--- config.mk ---
export PLATFORM = sky130hd
export DESIGN_NAME = cc_channel
export DESIGN_NICKNAME = d
export VERILOG_FILES = /design/src/rtl/cc_pkg.sv /design/src/rtl/cc_capture.sv /design/src/rtl/cc_outunit.sv /design/src/rtl/cc_channel.sv
export SDC_FILE = /design/constraint.sdc
export NUM_CORES = 1
export LEC_CHECK = 0
export CORE_MARGIN = 2
export CORE_UTILIZATION = 46
export DETAILED_ROUTE_END_ITERATION = 10
export PLACE_DENSITY = 0.83
export SYNTH_ARGS = -nofsm -noshare
export SYNTH_HDL_FRONTEND = slang
export SYNTH_SLANG_ARGS = --single-unit
--- constraint.sdc ---
create_clock -name clk -period 2.7 [get_ports clk]
set_clock_uncertainty 0.15 [all_clocks]
set_input_delay 0.54 -clock clk [delete_from_list [all_inputs] [get_ports clk]]
set_output_delay 0.54 -clock clk [all_outputs]
set_load 0.01 [all_outputs]
--- src/rtl/cc_pkg.sv ---
package cc_pkg;
   typedef enum logic [2:0] {
      OM_SW      = 3'd0,
      OM_SET     = 3'd1,
      OM_TOG_RST = 3'd2,
      OM_SET_RST = 3'd3,
      OM_TOG     = 3'd4,
      OM_RST     = 3'd5,
      OM_TOG_SET = 3'd6,
      OM_RST_SET = 3'd7
   } out_mode_e;

   localparam int CB_CAP   = 0;
   localparam int CB_EDGE  = 1;
   localparam int CB_INSEL = 3;
   localparam int CB_SYNC  = 5;
   localparam int CB_MODE  = 6;
   localparam int CB_SWOUT = 9;
   localparam int CB_IEN   = 10;
   localparam int CB_FLAG  = 11;
   localparam int CB_OVF   = 12;
   localparam int CB_SAMP  = 13;
   localparam int CTL_W    = 16;
endpackage

--- src/rtl/cc_capture.sv ---
module cc_capture #(
   parameter int SYNC_STAGES = 2
) (
   input  logic       clk,
   input  logic       rst_n,
   input  logic       in_a,
   input  logic       in_b,
   input  logic [1:0] insel,
   input  logic       sync_en,
   input  logic [1:0] edge_sel,
   output logic       sel_raw,
   output logic       cap_hit
);
   localparam int LAST = SYNC_STAGES - 1;

   if (SYNC_STAGES < 2) begin : g_stage_chk
      $error("cc_capture: SYNC_STAGES must be at least 2");
   end

   logic [LAST:0] sh_q;
   logic          sig, prev_q, rise, fall;

   always_comb begin
      case (insel)
         2'd0:    sel_raw = in_a;
         2'd1:    sel_raw = in_b;
         2'd2:    sel_raw = 1'b0;
         default: sel_raw = 1'b1;
      endcase
   end

   always_ff @(posedge clk or negedge rst_n) begin
      if (!rst_n) begin
         sh_q   <= '0;
         prev_q <= 1'b0;
      end else begin
         sh_q   <= {sh_q[LAST-1:0], sel_raw};
         prev_q <= sig;
      end
   end

   assign sig  = sync_en ? sh_q[LAST] : sel_raw;
   assign rise = sig & ~prev_q;
   assign fall = ~sig & prev_q;

   always_comb begin
      case (edge_sel)
         2'd1:    cap_hit = rise;
         2'd2:    cap_hit = fall;
         2'd3:    cap_hit = rise | fall;
         default: cap_hit = 1'b0;
      endcase
   end
endmodule

--- src/rtl/cc_outunit.sv ---
module cc_outunit
   import cc_pkg::*;
#(
   parameter bit IS_CH0 = 1'b0
) (
   input  logic       clk,
   input  logic       rst_n,
   input  logic [2:0] mode,
   input  logic       sw_bit,
   input  logic       own_eq,
   input  logic       eq0,
   output logic       out_q
);
   out_mode_e eff_mode;
   logic      eq0_eff;
   logic      out_d;

   if (IS_CH0) begin : g_ch0
      always_comb begin
         case (out_mode_e'(mode))
            OM_TOG_RST: eff_mode = OM_TOG;
            OM_SET_RST: eff_mode = OM_SET;
            OM_TOG_SET: eff_mode = OM_TOG;
            OM_RST_SET: eff_mode = OM_RST;
            default:    eff_mode = out_mode_e'(mode);
         endcase
      end
      assign eq0_eff = 1'b0;
   end else begin : g_chn
      assign eff_mode = out_mode_e'(mode);
      assign eq0_eff  = eq0;
   end

   always_comb begin
      out_d = out_q;
      case (eff_mode)
         OM_SW:      out_d = sw_bit;
         OM_SET:     if (own_eq) out_d = 1'b1;
         OM_TOG_RST: if (eq0_eff) out_d = 1'b0; else if (own_eq) out_d = ~out_q;
         OM_SET_RST: if (eq0_eff) out_d = 1'b0; else if (own_eq) out_d = 1'b1;
         OM_TOG:     if (own_eq) out_d = ~out_q;
         OM_RST:     if (own_eq) out_d = 1'b0;
         OM_TOG_SET: if (eq0_eff) out_d = 1'b1; else if (own_eq) out_d = ~out_q;
         OM_RST_SET: if (eq0_eff) out_d = 1'b1; else if (own_eq) out_d = 1'b0;
         default:    out_d = out_q;
      endcase
   end

   always_ff @(posedge clk or negedge rst_n) begin
      if (!rst_n) out_q <= 1'b0;
      else        out_q <= out_d;
   end
endmodule

--- src/rtl/cc_channel.sv ---
module cc_channel
   import cc_pkg::*;
#(
   parameter int W           = 16,
   parameter bit IS_CH0      = 1'b0,
   parameter int SYNC_STAGES = 2
) (
   input  logic         clk,
   input  logic         rst_n,
   input  logic         tmr_tick,
   input  logic [W-1:0] tmr_count,
   input  logic         eq0_in,
   input  logic         in_a,
   input  logic         in_b,
   input  logic         wr_en,
   input  logic         wr_sel,
   input  logic [W-1:0] wr_data,
   input  logic         rd_sel,
   output logic [W-1:0] rd_data,
   output logic         own_eq,
   output logic         irq,
   output logic         out_pin
);
   if (W < CTL_W) begin : g_w_chk
      $error("cc_channel: W must be at least 16");
   end

   logic         cap_mode, sync_en, sw_out, ien, flag_q, ovf_q, samp_q;
   logic [1:0]   edge_sel, insel;
   logic [2:0]   out_mode;
   logic [W-1:0] ccr_q;
   logic         sel_raw, cap_hit, cap_evt, set_evt, ctl_wr;
   logic [CTL_W-1:0] ctl_view;

   cc_capture #(.SYNC_STAGES(SYNC_STAGES)) u_cap (
      .clk(clk), .rst_n(rst_n), .in_a(in_a), .in_b(in_b),
      .insel(insel), .sync_en(sync_en), .edge_sel(edge_sel),
      .sel_raw(sel_raw), .cap_hit(cap_hit)
   );

   assign cap_evt = cap_mode & cap_hit;
   assign own_eq  = ~cap_mode & tmr_tick & (tmr_count == ccr_q);
   assign set_evt = cap_evt | own_eq;
   assign ctl_wr  = wr_en & ~wr_sel;

   always_ff @(posedge clk or negedge rst_n) begin
      if (!rst_n) begin
         cap_mode <= 1'b0;
         edge_sel <= '0;
         insel    <= '0;
         sync_en  <= 1'b0;
         out_mode <= '0;
         sw_out   <= 1'b0;
         ien      <= 1'b0;
         flag_q   <= 1'b0;
         ovf_q    <= 1'b0;
         samp_q   <= 1'b0;
         ccr_q    <= '0;
      end else begin
         if (ctl_wr) begin
            cap_mode <= wr_data[CB_CAP];
            edge_sel <= wr_data[CB_EDGE +: 2];
            insel    <= wr_data[CB_INSEL +: 2];
            sync_en  <= wr_data[CB_SYNC];
            out_mode <= wr_data[CB_MODE +: 3];
            sw_out   <= wr_data[CB_SWOUT];
            ien      <= wr_data[CB_IEN];
         end
         if (set_evt)     flag_q <= 1'b1;
         else if (ctl_wr) flag_q <= wr_data[CB_FLAG];
         if (cap_evt && flag_q) ovf_q <= 1'b1;
         else if (ctl_wr)       ovf_q <= wr_data[CB_OVF];
         if (own_eq) samp_q <= sel_raw;
         if (cap_evt)                ccr_q <= tmr_count;
         else if (wr_en && wr_sel)   ccr_q <= wr_data;
      end
   end

   cc_outunit #(.IS_CH0(IS_CH0)) u_out (
      .clk(clk), .rst_n(rst_n), .mode(out_mode), .sw_bit(sw_out),
      .own_eq(own_eq), .eq0(eq0_in), .out_q(out_pin)
   );

   always_comb begin
      ctl_view                  = '0;
      ctl_view[CB_CAP]          = cap_mode;
      ctl_view[CB_EDGE +: 2]    = edge_sel;
      ctl_view[CB_INSEL +: 2]   = insel;
      ctl_view[CB_SYNC]         = sync_en;
      ctl_view[CB_MODE +: 3]    = out_mode;
      ctl_view[CB_SWOUT]        = sw_out;
      ctl_view[CB_IEN]          = ien;
      ctl_view[CB_FLAG]         = flag_q;
      ctl_view[CB_OVF]          = ovf_q;
      ctl_view[CB_SAMP]         = samp_q;
   end

   assign rd_data = rd_sel ? ccr_q : W'(ctl_view);
   assign irq     = flag_q & ien;
endmodule

==> impl_metrics.json <==
{
  "fin_cells": 298,
  "routed_wire_length_per_instance_um": 15.1,
  "tritoncts": "built",
  "grtUsageTotal_pct": 21.7,
  "status": "complete, but fails checks",
  "worst_pin_slew_ns": 0.445,
  "worst-r2r-setup-slack_ns": 0.23,
  "ys_seq_elements": 34,
  "internal_power_uw": 1370,
  "use_met3_pct": 5.10,
  "min_to": "u_cap.sh_q[1]",
  "first_iter_violations": 63,
  "clockPowerShare_pct": 19.1,
  "p_total_uw": 2030,
  "die_h_um": 68.3,
  "num_antenna_cells": 0,
  "overflow": 0,
  "place_congestion": 0.823,
  "routed_via_density": 5.17,
  "vias": 1542,
  "yosysTopAreaCellShare_pct": 44.7,
  "synth_commonest_cells": "dfrtp_1 (34), mux2_2 (25), nand2_1 (21), mux2i_1 (18), o21ai_0 (13)",
  "yosysTopAreaCell": "dfrtp_1",
  "ios": 60,
  "finalSetupViolCount": 1,
  "drive_above_1_share_pct": 22.2,
  "relSlewSlack_pct": 70.3,
  "fin_setup_tns_ns": -0.0180,
  "place_hpwl_um": 3310,
  "fp.dieW_um": 68.3,
  "die_area_um2": 4660,
  "clkSinkCount": 34,
  "drcViolationCount": 0,
  "cp.required_ns": 2.01,
  "rsz0062_at_grt": "yes",
  "drv_cap": 0,
  "cts_buffer_depth": 2,
  "core-area_um2": 4000,
  "syn_area_um2": 1900,
  "ys_types": 28,
  "power_frac_seq_pct": 40.3,
  "clk_latency_ns": 0.29,
  "yosysMostFrequentCell": "dfrtp_1",
  "rows": 23,
  "cts_buffers": 5,
  "areaGrowthSynthToFinish_pct": 46.8,
  "min_from": "u_cap.sh_q[0]",
  "p_per_area_nw_per_um2": 727,
  "yosys-top-cells-area": "dfrtp_1 (45%), mux2_2 (15%), mux2i_1 (9.5%), xnor2_1 (5.5%), nand2_1 (4.1%)",
  "detail-route-antenna-nets": 0,
  "r2r-end": "u_out.out_q",
  "fin_crit_sh_pct": 101,
  "end_kind": "primary output",
  "crit_path_start_kind": "input port",
  "synth-edff-count": 0,
  "reg2reg_from": "ccr_q[9]",
  "fin_ws_ns": -0.0180,
  "cts_setup_buffers": 0,
  "seq_area_frac_synth_pct": 44.7,
  "yosysWarnings": 0,
  "swShare_pct": 32.8,
  "drv_slew": 0,
  "path_clk_slew_ns": 0.07,
  "grt_max_degree": 35,
  "dp_cells": 290,
  "final_cell_area_um2": 2790,
  "drtPass1Iterations": 4,
  "syn_area_per_cell_um2": 10.9,
  "synth_nets": 219,
  "grt-busiest-layer": "met2",
  "finalWirelength_um": 4490,
  "grt_pass1_wl_um": 7210,
  "use_met2_pct": 35.7,
  "synth_flop_cell": "dfrtp_1",
  "cts-htree-levels": 2,
  "ff2ff_path_depth": 10,
  "antenna_found_initial": 0,
  "nets": 292,
  "violations": "setup timing",
  "period_needed_ns": 2.72,
  "place_area_um2": 2660,
  "power_leakage_uw": 0.00135,
  "fmax_mhz": 368,
  "use_met1_pct": 26.8,
  "initial_core_util_pct": 47.5,
  "worstPathArrival_ns": 2.03,
  "cts_root_buf": "clkbuf_8",
  "hold_path_depth": 0,
  "whs_ns": 0.204,
  "async_flop_share_pct": 100,
  "p_switching_uw": 666,
  "pwr-share-comb_pct": 40.6,
  "cp_max_fo": 7,
  "hold_viol": 0,
  "hold_class": "reg -> reg",
  "io_buffers": 59,
  "ir_drop_mv": 0.525,
  "criticalPathCategory": "in -> out",
  "synthCells": 174,
  "grt_pass1_vias": 1556
}
per-stage QoR:
stage | setup slack, ns | util, %
floorplan | 0.232 | -
global placement | -0.488 | 66.6
detailed placement | -0.513 | 66.6
CTS | -0.0446 | 68.8
global route | -0.0649 | 69.8
finish | -0.0180 | 69.8
worst max-delay path by stage:
stage | slack, ns | from | depth (start not counted) | endpoint
floorplan | 0.23 | tmr_count[9] | 9 | u_out.out_q
global placement | -0.49 | tmr_count[9] | 7 | own_eq
detailed placement | -0.51 | tmr_count[9] | 7 | own_eq
CTS | -0.04 | rd_sel | 4 | rd_data[8]
global route | -0.06 | rd_sel | 4 | rd_data[4]
finish | -0.02 | rd_sel | 4 | rd_data[4]
critical path, cell delays in order:
cell	delay (ns)
clkdlybuf4s50_1	0.49
buf_4	0.18
mux2_2	0.34
clkdlybuf4s50_1	0.47
timing repair:
action,CTS,global route
endpoints found under the setup margin,16,26
cloned,0,0
gates resized for setup,19,15
hold endpoints to repair,0,0
pin swaps,5,8
hold buffers,0,0
power groups by stage:
stage	logic [µW]	registers, µW	clock network [µW]
2_1_floorplan	465	787	0
3_3_place_gp	827	814	0
3_5_place_dp	845	824	0
4_1_cts	844	816	392
5_1_grt	914	844	416
6_report	825	819	388
logic make-up after synthesis:
kind of cell	synth area share, %
simple gates	10.5
mux	24.9
flops	44.7
fa+ha+maj	2.63
buf+inv	2.57
xor+xnor	7.37
compound gates	7.30
layout by cell type, fill, tap and decap left out, drive strengths merged, types with 3 or more instances in the layout:
master,count
xnor2,12
mux2i,18
and2,3
o21ai,18
buf,16
dlygate4sd2,13
dfrtp,34
inv,3
dlymetal6s2s,12
xor2,4
clkdlybuf4s50,33
ha,4
clkbuf,7
nor2b,6
mux2,26
nand2,21
registers in the layout (all words and copies together) (netlist names), 2 cells and up:
register and flops:
ccr_q 16, out_mode 3, edge_sel 2, insel 2
u_cap.sh_q 2
layer usage:
metal  up-vias  wire length (µm)  share of wire, %
met4         0                93               2.1
li1        751                 -                 -
met3        11               239               5.3
met1       737              1940                43
met2        43              2220                49
met5         -                 0                 0
final cells by class:
class	instances	area, µm²
fill	328	1210
clock buffer	7	86.3
multi-input combinational	128	1030
inverter	4	16.3
sequential	34	851
clock inverter	1	5.00
timing repair buffer	74	741
tap	50	62.6
Note: power is estimated with default switching activity, not from simulation.
